$ cat config.mk
export PLATFORM = sky130hd
export DESIGN_NAME = nvs_store
export DESIGN_NICKNAME = d
export VERILOG_FILES = /design/src/rtl/nvs_pkg.sv /design/src/rtl/nvs_nvarray.sv /design/src/rtl/nvs_commit_timer.sv /design/src/rtl/nvs_loader.sv /design/src/rtl/nvs_store.sv
export SDC_FILE = /design/constraint.sdc
export NUM_CORES = 1
export LEC_CHECK = 0
export BUFFER_PORTS_ARGS = -buffer_cell sky130_fd_sc_hd__buf_2
export CELL_PAD_IN_SITES_DETAIL_PLACEMENT = 0
export CELL_PAD_IN_SITES_GLOBAL_PLACEMENT = 1
export CORE_ASPECT_RATIO = 2
export CORE_MARGIN = 3
export CORE_UTILIZATION = 56
export DETAILED_ROUTE_END_ITERATION = 7
export HOLD_SLACK_MARGIN = 0.05
export PLACE_DENSITY = 0.89
export SLEW_MARGIN = 20
export SYNTH_ARGS = -nofsm -noshare
export SYNTH_HDL_FRONTEND = slang
export SYNTH_SLANG_ARGS = --single-unit
$ cat constraint.sdc
create_clock -name clk -period 4.05 [get_ports clk]
set_clock_uncertainty 0.1 [all_clocks]
set_input_delay 0.405 -clock clk [delete_from_list [all_inputs] [get_ports clk]]
set_output_delay 0.405 -clock clk [all_outputs]
set_load 0.01 [all_outputs]
$ cat src/rtl/nvs_pkg.sv
package nvs_pkg;
  typedef enum logic [1:0] {
    LD_RUN  = 2'd0,
    LD_LAST = 2'd1,
    LD_DONE = 2'd2
  } ld_state_t;
endpackage

$ cat src/rtl/nvs_nvarray.sv
module nvs_nvarray #(
  parameter int NUM_LOC = 8,
  parameter int DATA_W = 8,
  parameter logic [DATA_W-1:0] INIT_BASE = 8'h40,
  localparam int IDX_W = (NUM_LOC > 1) ? $clog2(NUM_LOC) : 1
) (
  input  logic              clk,
  input  logic              we,
  input  logic [IDX_W-1:0]  waddr,
  input  logic [DATA_W-1:0] wdata,
  input  logic [IDX_W-1:0]  raddr,
  output logic [DATA_W-1:0] rdata
);
  // Contents survive reset: this models the persistent cells.
  logic [DATA_W-1:0] mem [NUM_LOC];

  initial begin
    for (int i = 0; i < NUM_LOC; i++) mem[i] = INIT_BASE + DATA_W'(i);
  end

  always_ff @(posedge clk) begin
    if (we) mem[waddr] <= wdata;
    rdata <= mem[raddr];
  end
endmodule

$ cat src/rtl/nvs_commit_timer.sv
module nvs_commit_timer #(
  parameter int COMMIT_CYC = 16,
  localparam int CNT_W = $clog2(COMMIT_CYC + 1)
) (
  input  logic clk,
  input  logic rst,
  input  logic start,
  output logic busy
);
  logic [CNT_W-1:0] cnt;

  always_ff @(posedge clk) begin
    if (rst) cnt <= '0;
    else if (start) cnt <= CNT_W'(COMMIT_CYC);
    else if (cnt != '0) cnt <= cnt - 1'b1;
  end

  assign busy = (cnt != '0);

  AST_START_IDLE: assert property (@(posedge clk) disable iff (rst)
    start |-> (cnt == '0));
endmodule

$ cat src/rtl/nvs_loader.sv
module nvs_loader import nvs_pkg::*; #(
  parameter int NUM_LOC = 8,
  localparam int IDX_W = (NUM_LOC > 1) ? $clog2(NUM_LOC) : 1
) (
  input  logic             clk,
  input  logic             rst,
  output logic [IDX_W-1:0] rd_idx,
  output logic             sh_we,
  output logic [IDX_W-1:0] sh_idx,
  output logic             ready
);
  ld_state_t        st;
  logic [IDX_W-1:0] idx;

  always_ff @(posedge clk) begin
    if (rst) begin
      st <= LD_RUN;
      idx <= '0;
      sh_idx <= '0;
      sh_we <= 1'b0;
      ready <= 1'b0;
    end else begin
      case (st)
        LD_RUN: begin
          sh_we <= 1'b1;
          sh_idx <= idx;
          if (idx == IDX_W'(NUM_LOC - 1)) st <= LD_LAST;
          else idx <= idx + 1'b1;
        end
        LD_LAST: begin
          sh_we <= 1'b0;
          ready <= 1'b1;
          st <= LD_DONE;
        end
        default: begin
          sh_we <= 1'b0;
        end
      endcase
    end
  end

  assign rd_idx = idx;

  AST_READY_HOLD: assert property (@(posedge clk) disable iff (rst)
    ready |=> ready);
endmodule

$ cat src/rtl/nvs_store.sv
module nvs_store #(
  parameter int ADDR_W = 4,
  parameter int DATA_W = 8,
  parameter int NUM_LOC = 8,
  parameter int COMMIT_CYC = 16,
  parameter logic [DATA_W-1:0] INIT_BASE = 8'h40
) (
  input  logic              clk,
  input  logic              rst,
  input  logic              wr_en,
  input  logic              rd_en,
  input  logic [ADDR_W-1:0] addr,
  input  logic [DATA_W-1:0] wdata,
  output logic [DATA_W-1:0] rdata,
  output logic              rd_valid,
  output logic              busy,
  output logic              ready,
  output logic              err
);
  localparam int IDX_W = (NUM_LOC > 1) ? $clog2(NUM_LOC) : 1;
  localparam logic [ADDR_W-1:0] CTRL_ADDR = {ADDR_W{1'b1}};
  localparam logic [ADDR_W:0] LOC_LIM = (ADDR_W+1)'(NUM_LOC);
  localparam int MODE_BIT = 7;

  logic [DATA_W-1:0] shadow [NUM_LOC];
  logic              mode_q;
  logic              hit_loc, hit_ctrl, acc_wr, rej_wr, nv_we;
  logic [IDX_W-1:0]  loc_idx, ld_rd_idx, ld_sh_idx;
  logic              ld_we;
  logic [DATA_W-1:0] nv_rdata;

  assign hit_loc  = ({1'b0, addr} < LOC_LIM);
  assign hit_ctrl = (addr == CTRL_ADDR);
  assign loc_idx  = addr[IDX_W-1:0];
  assign acc_wr   = wr_en && ready && !busy;
  assign rej_wr   = wr_en && !(ready && !busy);
  assign nv_we    = acc_wr && hit_loc && !mode_q;

  nvs_loader #(.NUM_LOC(NUM_LOC)) u_loader (
    .clk(clk), .rst(rst), .rd_idx(ld_rd_idx),
    .sh_we(ld_we), .sh_idx(ld_sh_idx), .ready(ready)
  );

  nvs_nvarray #(.NUM_LOC(NUM_LOC), .DATA_W(DATA_W), .INIT_BASE(INIT_BASE)) u_nv (
    .clk(clk), .we(nv_we), .waddr(loc_idx), .wdata(wdata),
    .raddr(ld_rd_idx), .rdata(nv_rdata)
  );

  nvs_commit_timer #(.COMMIT_CYC(COMMIT_CYC)) u_timer (
    .clk(clk), .rst(rst), .start(nv_we), .busy(busy)
  );

  // Shadow bank: filled by the loader, then by accepted host writes.
  always_ff @(posedge clk) begin
    if (ld_we) shadow[ld_sh_idx] <= nv_rdata;
    else if (acc_wr && hit_loc) shadow[loc_idx] <= wdata;
  end

  // Mode register: volatile only, cleared by every reset.
  always_ff @(posedge clk) begin
    if (rst) mode_q <= 1'b0;
    else if (acc_wr && hit_ctrl) mode_q <= wdata[MODE_BIT];
  end

  always_ff @(posedge clk) begin
    if (rst) err <= 1'b0;
    else err <= rej_wr;
  end

  always_ff @(posedge clk) begin
    if (rst) begin
      rd_valid <= 1'b0;
      rdata <= '0;
    end else begin
      rd_valid <= rd_en && ready;
      if (rd_en && ready) begin
        if (hit_loc) rdata <= shadow[loc_idx];
        else if (hit_ctrl) rdata <= DATA_W'({mode_q, 7'b0});
        else rdata <= '0;
      end
    end
  end

  AST_COMMIT_BUSY: assert property (@(posedge clk) disable iff (rst)
    nv_we |=> busy);
  AST_VOL_NO_BUSY: assert property (@(posedge clk) disable iff (rst)
    (acc_wr && mode_q) |=> !busy);
  AST_ERR_REJECT: assert property (@(posedge clk) disable iff (rst)
    (wr_en && busy) |=> err);
  AST_MODE_CLEAR: assert property (@(posedge clk)
    $past(rst) |-> !mode_q);
endmodule

==> Yosys cells after proc, flatten, opt, wreduce, memory -nomap -nowiden <==
Memory sizes are Yosys's and may differ from the RTL's. A register that Yosys moved wholly into a read port is not among the register bits.
Cells that the tools add are included.
{ "totals": {"wordCells": 57, "memories": 2, "latch_bits": 0, "ff_bits": 26, "mem_bits_rw": 128, "rom_bits": 0, "out_inout_bits": 12} }
{ "classes": {"order_cmp": 1, "n_mul": 0, "bitwise_logic": 1, "shifts": 0, "addsub": 2, "muxes": 17, "eq_ne": 4, "reduce_logical": 19, "div": 0} }
{ "mem_list": {"columns": ["name", "words", "word_bits", "read_ports", "rd_clocked_by_memory_dff", "wr", "line", "text"], "rows": [
  ["shadow", 8, 8, 1, 0, 1, "nvs_store.sv:25", "logic [DATA_W-1:0] shadow [NUM_LOC];"],
  ["u_nv.mem", 8, 8, 1, 1, 1, "nvs_nvarray.sv:15", "logic [DATA_W-1:0] mem [NUM_LOC];"]
]} }
{ "ops": {"columns": ["cell", "count"], "rows": [
  ["$mux W8", 3],
  ["$mux W5", 2],
  ["$mux W1", 9],
  ["$logic_and A1 B1 Y1", 8],
  ["$reduce_or A8 Y1", 1],
  ["$reduce_bool A5 Y1", 1],
  ["$sub A5 B1 Y5 const B", 1],
  ["$eq A4 B4 Y1 const B", 1],
  ["$lt A4 B4 Y1 const B", 1],
  ["$pmux W2 S2", 1],
  ["$reduce_and A2 Y1", 2],
  ["$reduce_bool A2 Y1", 2],
  ["$add A3 B1 Y3 const B", 1],
  ["$eq A3 B3 Y1 const B", 1],
  ["$logic_not A1 Y1", 3],
  ["$mux W3", 1],
  ["$eq A2 B1 Y1 const B", 1],
  ["$logic_not A2 Y1", 1],
  ["$mux W2", 1],
  ["$ne A2 B1 Y1 const B", 1],
  ["$reduce_or A2 Y1", 1],
  ["$not A1 Y1", 1]
]} }

==> Logic depth before layout (Yosys ltp) <==
{ "logic_depth": {"ltp_word": 9, "depth_mapped": 7} }

==> Hierarchy <==
Synthesis repeated with hierarchy kept, for this count alone.
{ "hier_totals": {"hier_cells": 373, "hier_area_um2": 6459.9} }
{ "by_module_without_submodules": {"columns": ["mod", "n_inst", "seq_area_each_um2", "cells_each", "area_per_inst_um2"], "rows": [
  ["nvs_store", 1, 2142.1, 193, 3141.8],
  ["nvs_nvarray", 1, 2082.0, 114, 2691.3],
  ["nvs_loader", 1, 200.2, 42, 404.1],
  ["nvs_commit_timer", 1, 100.1, 24, 222.7]
]} }

==> Worst setup path after synthesis <==
OpenSTA, ideal clock, no wires.
{ "synth_path": {"path_type": "reg-to-reg", "start": "reg u_timer.cnt[0]", "end": "mem u_nv.mem[0][0] (enable)", "setup_time_ns": 0.383, "period_less_slack_ns": 2.334, "path_buffers": 1, "stages_incl_launch_ff": 7, "t_arrival_ns": 1.851, "path_slack_ns": 1.716, "path_cell_list": "dfxtp_1 inv_1 ha_1 nor4b_4 buf_2 nand3_1 nor3_1"} }
{ "synth_via": {"elab_chain_len": 7} }
{ "synth_rtl": {"columns": ["element", "line", "text"], "rows": [
  ["from (decl)", "nvs_commit_timer.sv:10", "logic [CNT_W-1:0] cnt;"],
  ["from (signal assigned)", "nvs_commit_timer.sv:14", "else if (start) cnt <= CNT_W'(COMMIT_CYC);"],
  ["from (signal assigned)", "nvs_commit_timer.sv:15", "else if (cnt != '0) cnt <= cnt - 1'b1;"],
  ["$reduce_bool A5 Y1", "nvs_commit_timer.sv:18", "assign busy = (cnt != '0);"],
  ["$logic_not A1 Y1", "nvs_store.sv:35", "assign acc_wr = wr_en && ready && !busy;"],
  ["$logic_and A1 B1 Y1", "nvs_store.sv:35", null],
  ["$logic_and A1 B1 Y1 (2 in series)", "nvs_store.sv:37", "assign nv_we = acc_wr && hit_loc && !mode_q;"],
  ["$mux W1", "nvs_nvarray.sv:22", "if (we) mem[waddr] <= wdata;"],
  ["$mux W1 (implied by the code)", "nvs_nvarray.sv:22", null],
  ["to (decl)", "nvs_nvarray.sv:15", null]
]} }
Every way passes these cells.

==> Worst setup path in the final report <==
{ "layout_path": {"start": "reg u_timer.cnt[0]", "end": "mem shadow[4][0] (enable)"} }
{ "layout_via": {"elab_chain_len": 9} }
{ "layout_rtl": {"columns": ["element", "line", "text"], "rows": [
  ["$reduce_bool A5 Y1 (*)", "nvs_commit_timer.sv:18", null],
  ["$logic_not A1 Y1 (*)", "nvs_store.sv:35", null],
  ["$logic_and A1 B1 Y1 (*)", "nvs_store.sv:35", null],
  ["$logic_and A1 B1 Y1 (*)", "nvs_store.sv:56", "else if (acc_wr && hit_loc) shadow[loc_idx] <= wdata;"],
  ["$mux W1 (*)", "nvs_store.sv:56", null],
  ["$mux W1 (*)", "nvs_store.sv:55", "if (ld_we) shadow[ld_sh_idx] <= nv_rdata;"],
  ["$mux W1 (implied by the code) (*)", "nvs_store.sv:56", null],
  ["$reduce_or A8 Y1 (no source line)", null, null],
  ["$mux W3 (no source line) or $mux W1 (tied branches)", null, null],
  ["to (decl)", "nvs_store.sv:25", null]
]} }
Every way passes the cells marked *; elsewhere a longest branch is shown, timed or not.

==> reports/qor.log <==
[status] outcome finished, final reports clean
[drt] detailed router's first-iteration violation count 246
[setup_path] Worst path slowest cell sky130_fd_sc_hd__a21oi_1
[cts] clock tree from TritonCTS built
[global_routing] vias in the first global route 3528
[setup_path] largest stage delay on the critical path 0.72 ns
[synth] number of enable flip-flop cells after synthesis 128
[global_routing] wire length of the first global-routing pass 19150 um
[cells_and_area] most used cells in the layout excluding fill and tap cells sky130_fd_sc_hd__edfxtp_1, sky130_fd_sc_hd__dfxtp_1, sky130_fd_sc_hd__buf_2
[timing] least setup slack across all paths after layout 0.9768 ns
[timing] number of pins with negative max-slew slack in the final report 0
[setup_path] critical path fanouts, max 12
[synth] synthesized-area fraction occupied by ao, oa, aoi and oai cells 0.04303
[setup_path] Worst R2R End shadow[4][0]
[power_and_ir_drop] leakage power of the design 2.450 nW
[setup_path] crit path DAT 3.01 ns
[drt] detailed-routing iteration count for the pre-antenna-repair pass 4
[synth] register area share after synthesis 0.7138
[synth] total standard cell area after synthesis 6339 um2
[synth] net count after synthesis 384
[synth] adder-cell area share of the yosys netlist 0.005922
[drt] ratio of routed vias to standard cells 5.859
[timing] Final Critical Period 3.073 ns
[timing] transition at the pin with the smallest max-transition slack 0.9183 ns
[cts] clock buffer count from CTS 17
[timing] timing-limited maximum frequency 325.4 MHz
[synth] XOR/XNOR share of the synthesized area 0.005527
[drt] Antenna Nets Post-Route 0
[synth] Synth Area in Simple Gates 0.05882
[setup_path] startpoint-to-endpoint class of the critical path register to register
[place] detailed placement HPWL 8246 um
[worst_hold_path] hold depth 3
[run] reported max-cap violation count 0
[setup_path] buffer and inverter count on the worst path 2
[timing] worst slew margin relative to its limit 0.3878
[worst_hold_path] hold_sp wr_en
[drt] detail-routed net length per standard cell 22.16 um
[synth] register bit count reported by yosys 162
[floorplan] number of placed I/O pins 28
[timing] unrepaired setup endpoints after global routing false
[timing] Final Hold Violating Endpoints 0
[synth] synthesized instance count 365
[setup_path] worst-path cell chain inv_1 -> ha_1 -> nor4b_4 -> inv_2 -> or3_1 -> a21oi_1
[synth] async set-or-reset flop fraction in the synthesized netlist 0
[global_routing] largest net degree at the start of global routing 27
[global_routing] number of antenna violations at the first check in global routing 0
[cells_and_area] most common library cell in the layout ignoring fill and taps sky130_fd_sc_hd__edfxtp_1
[power_and_ir_drop] Power Density 545.0 nW/um2
[synth] dominant combinational cell family by area after synthesis multiplexers
[cts] clock network latency to the later pin of the worst-skew pair 0.41 ns
[timing] count of final setup violators 0
[global_routing] total routing resource utilization after global routing 0.2162
[worst_hold_path] hold endpoint err
[cts] Longest Clk Path Bufs 2
[setup_path] largest delay contributor family on the critical path simple AND/OR/NAND/NOR gates
[floorplan] width of the die 81.23 um
[floorplan] Die ar. 12710 um2
[power_and_ir_drop] worst supply voltage drop on vdd 0.0005521 V
[place] RD Place Congestion 0.8026
[floorplan] starting utilization of the core area 0.5756
[cts] H-Tree Level Count 4
[setup_path] startpoint kind of the worst setup timing path register
[global_routing] gr ovfl total 0
[cells_and_area] antenna diode count 0
[cts] root buf cell sky130_fd_sc_hd__clkbuf_16
[cells_and_area] nets 419
[cts] Post-CTS Repair Setup Buffers 0
[drt] via count 3240
[drt] number of DRC violations after detailed routing 0
[cells_and_area] Finished Core Util 0.6542
[setup_path] reg-to-reg critical path startpoint u_timer.cnt[0]
[cts] hold bufs inserted after CTS 0
[cts] CTS resizes 0
[setup_path] Worst Setup End Kind register
[synth] Post-Synthesis Mean Instance Area 17.37 um2
[cells_and_area] fraction of final layout cells sized beyond drive strength 1 0.2954
[timing] Final Cycle Share 0.7588
[place] worst slack, placed 1.046 ns
[floorplan] number of core rows 54
[setup_path] depth of the worst register-to-register path 6
[cells_and_area] layout overhead on the synthesized area 13.66%
[setup_path] register-to-register setup slack 0.98 ns
[setup_path] Worst Path Required 3.99 ns
[place] number of port buffers 27
[synth] Unique masters post-synth 40
[cts] clock transition at the registers of the reported paths 0.06 ns
[timing] setup tns final 0 ns
[synth] Yosys warning count 0
[synth] multiplexer share of the synthesized area 0.1516
[cts] CTS sink cnt 162
[synth] Post-synth top flop sky130_fd_sc_hd__edfxtp_1
[drt] routed wire length 12250 um
[worst_hold_path] Worst Hold Class input port to register
[floorplan] floorplan die height 156.5 um
[floorplan] CORE AREA 11010 um2
-- logic make-up after synthesis --
family,after synthesis
flip-flops,162
AO/OA/AOI/OAI,45
AND/OR/NAND/NOR,69
multiplexers,58
adder cells (fa/ha/maj),3
XOR/XNOR,4
buffers and inverters,24
-- worst min-delay path, stage by stage --
cell	delay, ns
sky130_fd_sc_hd__buf_2	0.12
sky130_fd_sc_hd__nand2b_1	0.06
sky130_fd_sc_hd__a21oi_1	0.04
-- worst max path at each step --
stage | startpoint | endpoint | cells after the start
after floorplan | u_timer.cnt[0] | u_nv.mem[0][0] | 6
after global placement | u_timer.cnt[0] | shadow[2][1] | 6
after detailed placement | u_timer.cnt[0] | shadow[7][2] | 6
after CTS | u_timer.cnt[0] | shadow[4][5] | 6
after global routing | u_timer.cnt[0] | shadow[5][5] | 6
final | u_timer.cnt[0] | shadow[4][0] | 6
-- sequential cells by signal, indices dropped and copies added (netlist names) --
register	count
u_nv.mem	64
rd_valid	1
rdata	8
u_loader.rd_idx	3
u_loader.ready	1
shadow	64
u_nv.rdata	8
u_loader.sh_idx	3
err	1
u_loader.st	2
u_loader.sh_we	1
mode_q	1
u_timer.cnt	5
-- metrics by stage --
| step | area [um2] | hold WS (ns) | cells | total power, mW |
|---|---|---|---|---|
| final | 7204 | 0.1538 | 553 | 3.926 |
| after global routing | 7204 | 0.1604 | 553 | 4.060 |
| after CTS | 7204 | 0.1423 | 553 | 3.952 |
| after detailed placement | 6589 | 0.3423 | 521 | 2.319 |
| after global placement | 6589 | 0.3298 | 521 | 2.306 |
| after floorplan | 6339 | 0.3663 | 365 | 2.241 |
-- routing by layer --
metal	GRT usage	vias to the layer above	share of wire
met5	0	-	0
met4	0.1015	0	0.037
met3	0.05242	23	0.035
met2	0.4072	90	0.59
met1	0.2128	1623	0.34
li1	-	1504	-
-- cell usage after synthesis, types with 3 or more instances --
cell,n,area (um2)
sky130_fd_sc_hd__a21oi_1,17,85.08
sky130_fd_sc_hd__buf_2,3,15.01
sky130_fd_sc_hd__buf_4,3,22.52
sky130_fd_sc_hd__buf_6,4,45.04
sky130_fd_sc_hd__clkbuf_1,7,26.28
sky130_fd_sc_hd__dfxtp_1,34,680.7
sky130_fd_sc_hd__edfxtp_1,128,3844
sky130_fd_sc_hd__ha_1,3,37.54
sky130_fd_sc_hd__inv_1,5,18.77
sky130_fd_sc_hd__mux2_2,22,247.7
sky130_fd_sc_hd__mux2_4,8,120.1
sky130_fd_sc_hd__mux2i_1,3,30.03
sky130_fd_sc_hd__mux4_2,25,563.0
sky130_fd_sc_hd__nand2_1,14,52.55
sky130_fd_sc_hd__nand2b_1,4,25.02
sky130_fd_sc_hd__nor2_1,15,56.30
sky130_fd_sc_hd__nor2b_1,9,56.30
sky130_fd_sc_hd__nor3_1,10,50.05
sky130_fd_sc_hd__o21ai_0,7,35.03
sky130_fd_sc_hd__o22ai_1,8,50.05
sky130_fd_sc_hd__o31ai_1,7,52.55
sky130_fd_sc_hd__or3_1,5,31.28
sky130_fd_sc_hd__xnor2_1,4,35.03
-- area by class of cell --
cell class | count | area (um2)
Clock buffer | 18 | 429.2
Clock inverter | 14 | 186.4
Fill cell | 764 | 3809
Inverter | 6 | 22.52
Multi-Input combinational cell | 179 | 1679
Sequential cell | 162 | 4524
Tap cell | 140 | 175.2
Timing Repair Buffer | 34 | 187.7
-- where the power goes --
group / switching, mW / total, mW / internal, mW
registers: 0.0472 / 1.92 / 1.87
logic: 0.202 / 0.365 / 0.162
clock network: 0.612 / 1.64 / 1.03
total: 0.862 / 3.93 / 3.06
Note: power is estimated with default switching activity, not from simulation.
